`src/rtl/fmac_sb_pkg.sv`:
```
`timescale 1ns/1ps
package fmac_sb_pkg;
  parameter int REG_W  = 5;
  parameter int CMP_W  = 4;
  parameter int FW_W   = 2;
  parameter int MAC_W  = 16;
  parameter int STAT_W = 12;
  parameter int CLIP_W = 24;
  parameter int TIME_W = 8;

  localparam int FW_STATUS = 0;
  localparam int FW_CLIP   = 1;
  localparam int STICKY_SH = 6;

  localparam logic [STAT_W-1:0] ST_KEEP_SET  = STAT_W'('h030);
  localparam logic [STAT_W-1:0] ST_SNAP_SET  = STAT_W'('hFC0);
  localparam logic [STAT_W-1:0] ST_LIVE      = STAT_W'('h00F);
  localparam logic [STAT_W-1:0] ST_KEEP_NORM = STAT_W'('hFF0);
  localparam logic [STAT_W-1:0] ST_STICKY    = STAT_W'('h3C0);

  // hazard-relevant part of an entry
  typedef struct packed {
    logic [REG_W-1:0]  up_tag;
    logic [CMP_W-1:0]  up_msk;
    logic [REG_W-1:0]  lo_tag;
    logic [CMP_W-1:0]  lo_msk;
    logic [TIME_W-1:0] stamp;
  } tag_t;

  // commit-relevant part of an entry
  typedef struct packed {
    logic [FW_W-1:0]   fw;
    logic [MAC_W-1:0]  mac;
    logic [STAT_W-1:0] stat;
    logic [CLIP_W-1:0] clip;
  } flag_t;

  function automatic logic src_hits(tag_t t, logic [REG_W-1:0] r, logic [CMP_W-1:0] m);
    return (r != '0) &&
           (((t.up_tag == r) && (|(t.up_msk & m))) ||
            ((t.lo_tag == r) && (|(t.lo_msk & m))));
  endfunction
endpackage

```
`src/rtl/fmac_sb_ring.sv`:
```
`timescale 1ns/1ps
module fmac_sb_ring
  import fmac_sb_pkg::*;
#(
  parameter int DEPTH = 4,
  localparam int PTR_W = $clog2(DEPTH),
  localparam int CNT_W = $clog2(DEPTH + 1)
) (
  input  logic                 clk,
  input  logic                 rst,
  input  logic                 push,
  input  tag_t                 push_tag,
  input  flag_t                push_flag,
  input  logic                 pop,
  output tag_t  [DEPTH-1:0]    tags,
  output flag_t                head_flag,
  output logic  [PTR_W-1:0]    rd_ptr,
  output logic  [CNT_W-1:0]    count
);
  logic [PTR_W-1:0] wr_ptr;
  tag_t             tag_mem  [DEPTH];
  flag_t            flag_mem [DEPTH];

  // snapshot storage: single write port, one read address
  always_ff @(posedge clk) begin
    if (push) begin
      tag_mem[wr_ptr]  <= push_tag;
      flag_mem[wr_ptr] <= push_flag;
    end
  end

  assign head_flag = flag_mem[rd_ptr];

  for (genvar i = 0; i < DEPTH; i++) begin : g_tags
    assign tags[i] = tag_mem[i];
  end

  always_ff @(posedge clk) begin
    if (rst) begin
      wr_ptr <= '0;
      rd_ptr <= '0;
      count  <= '0;
    end else begin
      if (push) wr_ptr <= wr_ptr + PTR_W'(1);
      if (pop)  rd_ptr <= rd_ptr + PTR_W'(1);
      count <= count + CNT_W'(push) - CNT_W'(pop);
    end
  end
endmodule

```
`src/rtl/fmac_sb_hazard.sv`:
```
`timescale 1ns/1ps
module fmac_sb_hazard
  import fmac_sb_pkg::*;
#(
  parameter int DEPTH = 4,
  parameter int LAT   = 4,
  localparam int PTR_W = $clog2(DEPTH),
  localparam int CNT_W = $clog2(DEPTH + 1)
) (
  input  tag_t [DEPTH-1:0]  tags,
  input  logic [PTR_W-1:0]  rd_ptr,
  input  logic [CNT_W-1:0]  count,
  input  logic [TIME_W-1:0] now,
  input  logic [REG_W-1:0]  rd0_reg,
  input  logic [CMP_W-1:0]  rd0_mask,
  input  logic [REG_W-1:0]  rd1_reg,
  input  logic [CMP_W-1:0]  rd1_mask,
  output logic              stall
);
  logic [DEPTH-1:0] hit;

  for (genvar i = 0; i < DEPTH; i++) begin : g_ent
    logic [PTR_W-1:0]  offset;
    logic [TIME_W-1:0] age;
    logic              live, young;
    assign offset = PTR_W'(i) - rd_ptr;
    assign live   = CNT_W'(offset) < count;
    assign age    = now - tags[i].stamp;
    assign young  = age < TIME_W'(LAT);
    assign hit[i] = live && young &&
                    (src_hits(tags[i], rd0_reg, rd0_mask) ||
                     src_hits(tags[i], rd1_reg, rd1_mask));
  end

  assign stall = |hit;
endmodule

```
`src/rtl/fmac_sb_commit.sv`:
```
`timescale 1ns/1ps
module fmac_sb_commit
  import fmac_sb_pkg::*;
(
  input  logic              clk,
  input  logic              rst,
  input  logic              pop,
  input  flag_t             head,
  output logic [MAC_W-1:0]  mac_q,
  output logic [STAT_W-1:0] stat_q,
  output logic [CLIP_W-1:0] clip_q
);
  logic [STAT_W-1:0] stat_next;

  always_comb begin
    if (head.fw[FW_STATUS])
      stat_next = (stat_q & ST_KEEP_SET) | (head.stat & ST_SNAP_SET) | (head.stat & ST_LIVE);
    else
      stat_next = (stat_q & ST_KEEP_NORM) | (head.stat & ST_LIVE) |
                  ((head.stat & ST_LIVE) << STICKY_SH);
  end

  always_ff @(posedge clk) begin
    if (rst) begin
      mac_q  <= '0;
      stat_q <= '0;
      clip_q <= '0;
    end else if (pop) begin
      mac_q  <= head.mac;
      stat_q <= stat_next;
      if (head.fw[FW_CLIP]) clip_q <= head.clip;
    end
  end
endmodule

```
`src/rtl/fmac_scoreboard.sv`:
```
`timescale 1ns/1ps
module fmac_scoreboard
  import fmac_sb_pkg::*;
#(
  parameter int DEPTH = 4,
  parameter int LAT   = 4,
  localparam int PTR_W = $clog2(DEPTH),
  localparam int CNT_W = $clog2(DEPTH + 1)
) (
  input  logic              clk,
  input  logic              rst,
  input  logic              issue,
  input  logic              up_use,
  input  logic [REG_W-1:0]  up_dst,
  input  logic [CMP_W-1:0]  up_mask,
  input  logic              lo_use,
  input  logic [REG_W-1:0]  lo_dst,
  input  logic [CMP_W-1:0]  lo_mask,
  input  logic [FW_W-1:0]   flag_wr,
  input  logic [MAC_W-1:0]  mac_snap,
  input  logic [STAT_W-1:0] stat_snap,
  input  logic [CLIP_W-1:0] clip_snap,
  input  logic [REG_W-1:0]  rd0_reg,
  input  logic [CMP_W-1:0]  rd0_mask,
  input  logic [REG_W-1:0]  rd1_reg,
  input  logic [CMP_W-1:0]  rd1_mask,
  input  logic              drain,
  output logic              stall,
  output logic [MAC_W-1:0]  mac_flags,
  output logic [STAT_W-1:0] status_flags,
  output logic [CLIP_W-1:0] clip_flags,
  output logic              overflow
);
  logic [TIME_W-1:0] now;
  logic              alloc, push, pop;
  tag_t              push_tag;
  flag_t             push_flag;
  tag_t [DEPTH-1:0]  tags;
  flag_t             head_flag;
  logic [PTR_W-1:0]  rd_ptr;
  logic [CNT_W-1:0]  count;
  logic [TIME_W-1:0] head_age;
  logic [FW_W-1:0]   head_fw;

  always_ff @(posedge clk) begin
    if (rst) now <= '0;
    else     now <= now + TIME_W'(1);
  end

  assign alloc = issue && (up_use || lo_use);
  assign push  = alloc && (count != CNT_W'(DEPTH));

  always_comb begin
    push_tag.up_tag = up_use ? up_dst  : '0;
    push_tag.up_msk = up_use ? up_mask : '0;
    push_tag.lo_tag = lo_use ? lo_dst  : '0;
    push_tag.lo_msk = lo_use ? lo_mask : '0;
    push_tag.stamp  = now;
    push_flag.fw    = flag_wr;
    push_flag.mac   = mac_snap;
    push_flag.stat  = stat_snap;
    push_flag.clip  = clip_snap;
  end

  assign head_age = now - tags[rd_ptr].stamp;
  assign pop      = (count != '0) && (drain || (head_age >= TIME_W'(LAT)));
  assign head_fw  = head_flag.fw;

  always_ff @(posedge clk) begin
    if (rst) overflow <= 1'b0;
    else     overflow <= alloc && (count == CNT_W'(DEPTH));
  end

  fmac_sb_ring #(.DEPTH(DEPTH)) u_ring (
    .clk(clk), .rst(rst), .push(push), .push_tag(push_tag), .push_flag(push_flag),
    .pop(pop), .tags(tags), .head_flag(head_flag), .rd_ptr(rd_ptr), .count(count)
  );

  fmac_sb_hazard #(.DEPTH(DEPTH), .LAT(LAT)) u_hazard (
    .tags(tags), .rd_ptr(rd_ptr), .count(count), .now(now),
    .rd0_reg(rd0_reg), .rd0_mask(rd0_mask), .rd1_reg(rd1_reg), .rd1_mask(rd1_mask),
    .stall(stall)
  );

  fmac_sb_commit u_commit (
    .clk(clk), .rst(rst), .pop(pop), .head(head_flag),
    .mac_q(mac_flags), .stat_q(status_flags), .clip_q(clip_flags)
  );
endmodule

```
`config.mk`:
```
export PLATFORM = sky130hd
export DESIGN_NAME = fmac_scoreboard
export DESIGN_NICKNAME = d
export VERILOG_FILES = /design/src/rtl/fmac_sb_pkg.sv /design/src/rtl/fmac_sb_ring.sv /design/src/rtl/fmac_sb_hazard.sv /design/src/rtl/fmac_sb_commit.sv /design/src/rtl/fmac_scoreboard.sv
export SDC_FILE = /design/constraint.sdc
export NUM_CORES = 1
export LEC_CHECK = 0
export CORE_MARGIN = 2
export CORE_UTILIZATION = 45
export DETAILED_ROUTE_END_ITERATION = 12
export SLEW_MARGIN = 25
export SYNTH_ARGS = -nofsm -noshare
export SYNTH_HDL_FRONTEND = slang
export SYNTH_HIERARCHICAL = 1
export SYNTH_SLANG_ARGS = --single-unit
```
`constraint.sdc`:
```
create_clock -name clk -period 10.4 [get_ports clk]
set_input_delay 2.08 -clock clk [delete_from_list [all_inputs] [get_ports clk]]
set_output_delay 2.08 -clock clk [all_outputs]
set_load 0.1 [all_outputs]
```
==> results of run 1 <==
## layout by cell type (no fill, tap or decap), types with 18 or more instances in the layout
master,instances
dfxtp_1,66
mux2i_1,25
ha_1,42
a22oi_1,34
a21oi_1,50
clkdlybuf4s50_1,144
nand3_1,33
nor2_1,42
clkbuf_16,42
and2_1,18
mux4_2,50
a21bo_2,27
xor2_1,55
inv_1,55
xnor2_1,48
edfxtp_1,312
## final timing paths
path / startpoint / to / slack (ps) / depth (start not counted)
worst min-delay path: u_commit/stat_q[9] / u_commit/stat_q[9] / 480 / 2
worst max register to register: u_ring/rd_ptr[0] / u_ring/count[2] / 5530 / 15
worst min register to register: u_commit/stat_q[9] / u_commit/stat_q[9] / 480 / 2
worst max-delay path: rd0_reg[4] / stall / 2830 / 8
## power by group
| group | total, mW | switching, mW | internal, mW |
|---|---|---|---|
| clock network | 1.44 | 0.575 | 0.867 |
| registers | 1.96 | 0.121 | 1.84 |
| logic | 1.69 | 1.11 | 0.578 |
## routing by layer
metal  track usage (%)  up-vias
li1                  -     4423
met1             25.83     4668
met2             30.26      204
met3             3.449       50
met4             4.845        2
met5                 0        -
## layout make-up
class | instances | share of cell area, %
diodes | 1 | 0.01260
clock buffers | 52 | 5.482
clock inverters | 21 | 1.260
inverters | 55 | 1.040
multi-input cells | 589 | 27.59
flip-flops and latches | 380 | 54.06
well taps | 468 | 2.949
repair buffers | 153 | 7.606
## state kept, by name, indices dropped and copies added, names as in the netlist, named ones only
| register | cells |
|---|---|
| u_ring/flag_mem | 208 |
| now | 8 |
| u_commit/mac_q | 16 |
| u_commit/stat_q | 10 |
| u_ring/rd_ptr | 2 |
| overflow | 1 |
| u_ring/tag_mem | 104 |
| u_commit/clip_q | 24 |
| u_ring/wr_ptr | 2 |
| u_ring/count | 3 |
## tightest hold or removal path, delay by kind of cell, from the launching register on
kind | cells | cell delay, ps
AOI/OAI and AO/OA | 1 | 60
buffers and inverters | 1 | 50
DFF | 1 | 310
## through the flow
stage               cells  total power, mW  worst slack [ps]  area [µm²]
floorplan            1081            3.362              3797       16880
global placement     1645            3.680              2776       18510
detailed placement   1645            3.698              2731       18520
CTS                  1718            5.153              2724       19850
global route         1718            5.322              2552       19850
finish               1719            5.092              2829       19860
==> metrics.yaml, run 1 <==
overflow: 0
rsz0062_at_grt: "false"
setup_viol: 0
ios: 150
grt_usage_pct: 18.59
place.gp.congestion: 0.8028
skew_ps: 18.54
yosys_warnings: 6
slowest_stage: "clkdlybuf4s50_1"
wl_met2_um: 17050
worst_ep_required_time_ps: 8320
fill_cells: 3008
maxSlewHeadroom_pct: 28.65
core_um2: 36790
root_buffer: "clkbuf_16"
crit_fanout: 9
cts_tree: "built"
final_max_slew_viol_count: 0
cts_inserted_buffers: 41
path_clk_slew_ps: 60
leakagePower_nw: 6.978
regArea_um2: 10740
worst_pin_slew_ps: 1067
cap_violations: 0
worst_hold_slack_ps: 475.5
setup.worst_path.start_class: "primary input"
wl_per_cell_um: 20.85
ant_nets: 0
dpl.hpwl_um: 22030
wl_met1_um: 16270
syn_area_um2: 16870
path_delay_family: "buffers and inverters"
cp-end-kind: "output pin"
grt_pass1_wl_um: 55460
tns_ps: 0
clock_latency_ps: 530
post-cts-setup-buffers: 0
grt_max_degree: 70
fin_util_pct: 53.98
cts_hold_buf: 0
syn_avg_cell_area_um2: 15.62
antenna_found_initial: 2
layout-drive-gt1-share_pct: 13.76
grt_pass1_vias: 9684
die_area_um2: 39060
post-route-period-util_pct: 72.80
vias: 9347
numPortBuffers: 145
num_rows: 70
fmax_mhz: 132.1
clk_path_buf_depth: 3
drt_iter0_markers: 519
wl_met3_um: 1754
hold_viol_final: 0
worstSetupPathType: "primary input to output pin"
dr.pass1.iters: 5
power_density_nw_per_um2: 256.4
worstPathArrival_ps: 5490
crit_buf_inv: 2
die_w_um: 197.6
outcome: "complete, no violations"
start_util_pct: 45.87
period_minus_slack_ps: 7571
ir_worst_vdd_mv: 0.1726
nets: 1360
drc: 0
cts_sinks: 380
hold_class: "register to register"
multi_input_area_um2: 5478
syn_to_final_growth_pct: 17.68
viasPerCell: 5.437
wirelength_um: 35850
synthCells: 1080
highest_layer: "met5"
htreeDepth: 2
crit_chain: "clkdlybuf4s50_1 -> xor2_1 -> a211oi_1 -> nand4_1 -> a21oi_1 -> o2111ai_1 -> o2111ai_1 -> clkdlybuf4s50_1"
slowest_delay_ps: 1180
post_cts_resize_count: 0
die_h_um: 197.6
(Power assumes the default switching activity.)
==> inputs of run 2 (changes only) <==
Clock period 10.4 ns to 7.31 ns, I/O delays scaled along.
==> metrics.yaml, run 2 (synthesis results as in run 1) <==
ios: 150  # unchanged
period_minus_slack_ps: 5557
clk_path_buf_depth: 3  # unchanged
post-route-period-util_pct: 76.01
start_util_pct: 45.87  # unchanged
core_um2: 36790  # unchanged
largest_register: "u_ring/flag_mem"  # unchanged
ir_worst_vdd_mv: 0.2637  # was 0.1726 mV
largest_reg_flops: 208  # unchanged
worstPathArrival_ps: 4090  # was 5490 ps
grt_pass1_wl_um: 55420  # was 55,460 µm
place.gp.congestion: 0.8120  # was 0.8028
num_rows: 70  # unchanged
cap_violations: 0  # unchanged
layout_common_cells: "edfxtp_1, clkdlybuf4s50_1, dfxtp_1, inv_1, xor2_1"  # unchanged
drc: 0  # unchanged
die_w_um: 197.6  # unchanged
wirelength_um: 35930  # was 35,850 µm
leakagePower_nw: 6.952  # was 6.978 nW
fin_util_pct: 53.79  # was 53.98%
path_clk_slew_ps: 60  # about the same
hold_viol_final: 0  # unchanged
post_cts_resize_count: 0  # unchanged
outcome: "complete, no violations"  # unchanged
grt_pass1_vias: 9594  # was 9,684
grt_usage_pct: 18.92  # was 18.59%
skew_ps: 14.98  # was 18.54 ps
pre_cts_slack_ps: 1753  # was 2731 ps
power_density_nw_per_um2: 361.1  # was 256.4 nW/µm²
wl_per_cell_um: 20.85  # about the same
clock_latency_ps: 560  # was 530 ps
overflow: 0  # unchanged
largestRegisters: "u_ring/flag_mem x208, u_ring/tag_mem x104, u_commit/clip_q x24"  # unchanged
cts_tree: "built"  # unchanged
cp-end-kind: "output pin"  # unchanged
worst_pin_slew_ps: 1057  # was 1067 ps
cts_hold_buf: 0  # unchanged
final_max_slew_viol_count: 0  # unchanged
fill_cells: 3012  # was 3,008
final_common_cell: "edfxtp_1"  # unchanged
ant_nets: 0  # unchanged
syn_to_final_growth_pct: 17.26  # was 17.68%
htreeDepth: 2  # unchanged
worst_slack_ps: 1753  # was 2829 ps
layout-drive-gt1-share_pct: 13.40  # was 13.76%
dr.pass1.iters: 5  # unchanged
setup.worst_path.start_class: "primary input"  # unchanged
maxSlewHeadroom_pct: 29.34  # was 28.65%
root_buffer: "clkbuf_16"  # unchanged
drt_iter0_markers: 530  # was 519
hold_class: "register to register"  # unchanged
antenna_found_initial: 2  # unchanged
die_area_um2: 39060  # unchanged
post-cts-setup-buffers: 0  # unchanged
tns_ps: 0  # unchanged
fmax_mhz: 180.0
die_h_um: 197.6  # unchanged
vias: 9318  # was 9,347
crit_fanout: 9  # unchanged
dpl.hpwl_um: 22100  # was 22,030 µm
grt_max_degree: 69  # was 70
cts_inserted_buffers: 42  # was 41
setup_viol: 0  # unchanged
numPortBuffers: 145  # unchanged
nets: 1361  # was 1,360
viasPerCell: 5.408  # was 5.437
worst_ep_required_time_ps: 5850  # was 8320 ps
rsz0062_at_grt: "false"  # unchanged
worstSetupPathType: "primary input to output pin"  # unchanged
cts_sinks: 380  # unchanged
==> run 2: cell count changes in the layout (fill, tap and decap cells not counted), moves of 2 or more <==
cell | before | now
clkinv_4 | 2 | 0
clkinv_2 | 5 | 3
buf_4 | 7 | 9
clkbuf_1 | 10 | 20
bufinv_16 | 5 | 0
clkinvlp_4 | 3 | 1
clkbuf_8 | 0 | 4
==> run 2: final timing paths <==
check / from / end / slack, ps / depth (start not counted)
min: u_commit/stat_q[6] / u_commit/stat_q[6] / 470 / 2
max reg2reg: u_ring/rd_ptr[0] / u_ring/count[2] / 2540 / 15
min reg2reg: u_commit/stat_q[6] / u_commit/stat_q[6] / 470 / 2
max: rd1_reg[4] / stall / 1750 / 8
==> run 2: final cells by class <==
class | instances | area [µm²] | share of cell area (%)
Inverter | 55 | 206.4 | 1.043
Timing Repair Buffer | 153 | 1504 | 7.601
Sequential cell | 380 | 10740 | 54.26
Clock buffer | 67 | 1206 | 6.096
Multi-Input combinational cell | 589 | 5480 | 27.70
Tap cell | 468 | 585.6 | 2.959
Clock inverter | 10 | 66.31 | 0.3351
Antenna cell | 1 | 2.502 | 0.01265
==> run 2: per-stage QoR <==
step	power, mW	cells	cell area (µm²)	hold slack [ps]
2_1_floorplan	4.783	1081	16880	497.2
3_3_place_gp	5.244	1645	18510	456.2
3_5_place_dp	5.269	1645	18510	457.3
4_1_cts	7.238	1722	19780	468.8
5_1_grt	7.480	1722	19780	505.7
6_report	7.145	1723	19790	466.0
==> run 2: worst max-delay path, cell delays in order <==
cell and delay (ps):
clkdlybuf4s50_1 700, xor2_1 300, a211oi_1 480, nand4_1 200
a21oi_1 230, o2111ai_1 120, o2111ai_1 260, buf_4 340
==> run 2: report_power, final <==
part / switching (mW) / total (mW) / internal [mW]
combinational: 1.58 / 2.40 / 0.823
sequential: 0.171 / 2.79 / 2.62
clock: 0.816 / 1.95 / 1.13
total: 2.57 / 7.14 / 4.58
==> run 2: routing by layer <==
metal | wire length [µm] | global-route usage, % | share of wire [%]
met4 | 587 | 5.792 | 1.6
met5 | 0 | 0 | 0
met3 | 1659 | 3.859 | 4.6
met1 | 16100 | 25.40 | 45
met2 | 17580 | 31.14 | 49
==> inputs of run 3 (changes only) <==
Settings changed: PLACE_DENSITY set to 0.67.
Clock period 7.31 ns to 4.91 ns, I/O delays scaled along.
==> metrics.yaml, run 3 (synthesis results as in run 1) <==
seq_power_share_pct: 39.4  # was 39.1%
cts_hold_buf: 0  # unchanged
cp-end-kind: "output pin"  # unchanged
cts_tree: "built"  # unchanged
drc: 0  # unchanged
r2r_cells: 15  # unchanged
largest_register: "u_ring/flag_mem"  # unchanged
num_rows: 70  # unchanged
rsz0062_at_grt: "false"  # unchanged
worstSetupPathType: "primary input to output pin"  # unchanged
numPortBuffers: 145  # unchanged
power_density_nw_per_um2: 532.6  # was 361.1 nW/µm²
multi_input_area_um2: 5482  # was 5480 µm²
period_minus_slack_ps: 4487
core_um2: 36790  # unchanged
syn_to_final_growth_pct: 18.54  # was 17.26%
cts_inserted_buffers: 40  # was 42
fill_cells: 2982  # was 3,012
p_int_mw: 6.864  # was 4.580 mW
die_w_um: 197.6  # unchanged
fin_area_um2: 20000  # was 19,790 µm²
leakagePower_nw: 7.065  # was 6.952 nW
wl_per_cell_um: 20.08  # was 20.85 µm
place.gp.congestion: 0.8613  # was 0.8120
worstPathArrival_ps: 3510  # was 4090 ps
setup.worst_path.start_class: "primary input"  # unchanged
pre_cts_slack_ps: 456.1  # was 1753 ps
tns_ps: 0  # unchanged
start_util_pct: 45.87  # unchanged
worst_hold_slack_ps: 465.6  # was 466.0 ps
endpoint: "stall"  # unchanged
setup_viol: 0  # unchanged
regArea_um2: 10740  # unchanged
post-route-period-util_pct: 91.39
clock_latency_ps: 530  # was 560 ps
drt_iter0_markers: 517  # was 530
cp_common_cell: "o2111ai_1"  # unchanged
r2r_start: "u_ring/rd_ptr[0]"  # unchanged
grt_pass1_wl_um: 55280  # was 55,420 µm
grt_max_degree: 50  # was 69
dpl_cell_area_um2: 18720  # was 18,510 µm²
hold_viol_final: 0  # unchanged
ios: 150  # unchanged
dpl.hpwl_um: 22820  # was 22,100 µm
hold_class: "register to register"  # unchanged
crit_buf_inv: 2  # unchanged
ant_nets: 0  # unchanged
antenna_found_initial: 0  # was 2
wirelength_um: 34880  # was 35,930 µm
grt_usage_pct: 18.31  # was 18.92%
cp_num_cells: 8  # unchanged
crit_fanout: 9  # unchanged
final_common_cell: "edfxtp_1"  # unchanged
path_delay_family: "compound AO/OA/AOI/OAI gates"  # unchanged
p_clk_share_pct: 27.3  # about the same
maxSlewHeadroom_pct: 27.87  # was 29.34%
path_clk_slew_ps: 50  # was 60 ps
root_buffer: "clkbuf_16"  # unchanged
worst_pin_slew_ps: 1079  # was 1057 ps
slowest_stage: "clkdlybuf4s50_1"  # unchanged
crit_chain: "clkdlybuf4s50_1 -> xor2_1 -> a211oi_1 -> nand4_1 -> a21oi_1 -> o2111ai_1 -> o2111ai_1 -> buf_12"  # was clkdlybuf4s50_1 -> xor2_1 -> a211oi_1 -> nand4_1 -> a21oi_1 -> o2111ai_1 -> o2111ai_1 -> buf_4
overflow: 0  # unchanged
swShare_pct: 35.57  # was 35.90%
htreeDepth: 2  # unchanged
pwr-share-comb_pct: 33.3  # was 33.6%
layout_common_cells: "edfxtp_1, clkdlybuf4s50_1, dfxtp_1, inv_1, xor2_1"  # unchanged
post-cts-setup-buffers: 0  # unchanged
largest_reg_flops: 208  # unchanged
viasPerCell: 5.396  # was 5.408
crit_path_start: "rd0_reg[2]"  # was rd1_reg[4]
fmax_mhz: 222.9
clk_path_buf_depth: 3  # unchanged
post_cts_resize_count: 0  # unchanged
nets: 1377  # was 1,361
slowest_delay_ps: 710  # was 700 ps
skew_ps: 20.87  # was 14.98 ps
antennaDiodeCount: 0  # was 1
worst_ep_required_time_ps: 3930  # was 5850 ps
power_switching_mw: 3.789  # was 2.565 mW
dr.pass1.iters: 6  # was 5
die_h_um: 197.6  # unchanged
outcome: "complete, no violations"  # unchanged
grt_pass1_vias: 9866  # was 9,594
final_max_slew_viol_count: 0  # unchanged
largestRegisters: "u_ring/flag_mem x208, u_ring/tag_mem x104, u_commit/clip_q x24"  # unchanged
layout-drive-gt1-share_pct: 14.97  # was 13.40%
die_area_um2: 39060  # unchanged
cap_violations: 0  # unchanged
vias: 9372  # was 9,318
ir_worst_vdd_mv: 0.5127  # was 0.2637 mV
r2r_slack_ps: 480  # was 2540 ps
r2r_end: "u_ring/count[2]"  # unchanged
cts_sinks: 380  # unchanged
worst_slack_ps: 422.8  # was 1753 ps
==> run 3: cell count changes in the layout (fill, tap and decap cells not counted), sizes merged, moves of 2 or more <==
cell | before | now
inv | 57 | 55
clkbuf | 67 | 55
buf | 10 | 28
clkinv | 7 | 13
bufinv | 0 | 2
clkinvlp | 1 | 4
==> run 3: area by class of cell <==
type,count,share of cell area (%)
flip-flops and latches,380,53.67
multi-input cells,589,27.40
repair buffers,171,8.569
clock buffers,55,5.598
well taps,468,2.927
inverters,55,1.032
clock inverters,19,0.8007
==> run 3: metal layers <==
metal	vias to the layer above	part of all wire [%]	wire [µm]	track usage [%]
met2	207	48	16810	30.52
met4	0	2.0	699	5.013
met3	47	4.1	1436	2.732
met5	-	0	0	0
li1	4453	-	-	-
met1	4665	46	15930	25.16
==> run 3: worst min path at each step <==
stage                       startpoint  depth (start not counted)  slack (ps)                 end
floorplan                       now[0]                          1         500              now[0]
global placement    u_commit/stat_q[8]                          2         460  u_commit/stat_q[8]
detailed placement  u_commit/stat_q[8]                          2         460  u_commit/stat_q[8]
CTS                 u_commit/stat_q[8]                          2         470  u_commit/stat_q[8]
global route        u_commit/stat_q[8]                          2         510  u_commit/stat_q[8]
finish              u_commit/stat_q[8]                          2         470  u_commit/stat_q[8]
==> run 3: metrics by stage <==
step	total power, mW	util, %	std cells
2_1_floorplan	7.121	-	1081
3_3_place_gp	7.787	50.90	1663
3_5_place_dp	7.840	50.90	1663
4_1_cts	10.77	54.38	1737
5_1_grt	11.14	54.38	1737
6_report	10.65	54.38	1737
==> run 3: worst reg2reg max path: cells and delay by family (launching register included) <==
| family | cells | cell delay, ps |
|---|---|---|
| XOR/XNOR | 2 | 280 |
| buffers and inverters | 2 | 110 |
| flip-flops | 1 | 810 |
| adder cells (fa/ha/maj) | 4 | 1100 |
| AO/OA/AOI/OAI | 5 | 1310 |
| multiplexers | 1 | 640 |
| AND/OR/NAND/NOR | 1 | 40 |
==> run 3: power by group through the flow <==
stage          sequential, mW  combinational, mW  clock [mW]
5_1_grt                  4.26               3.78        3.10
6_report                 4.20               3.55        2.91
2_1_floorplan            5.29               1.83           0
3_3_place_gp             4.26               3.52           0
3_5_place_dp             4.28               3.56           0
4_1_cts                  4.22               3.57        2.98
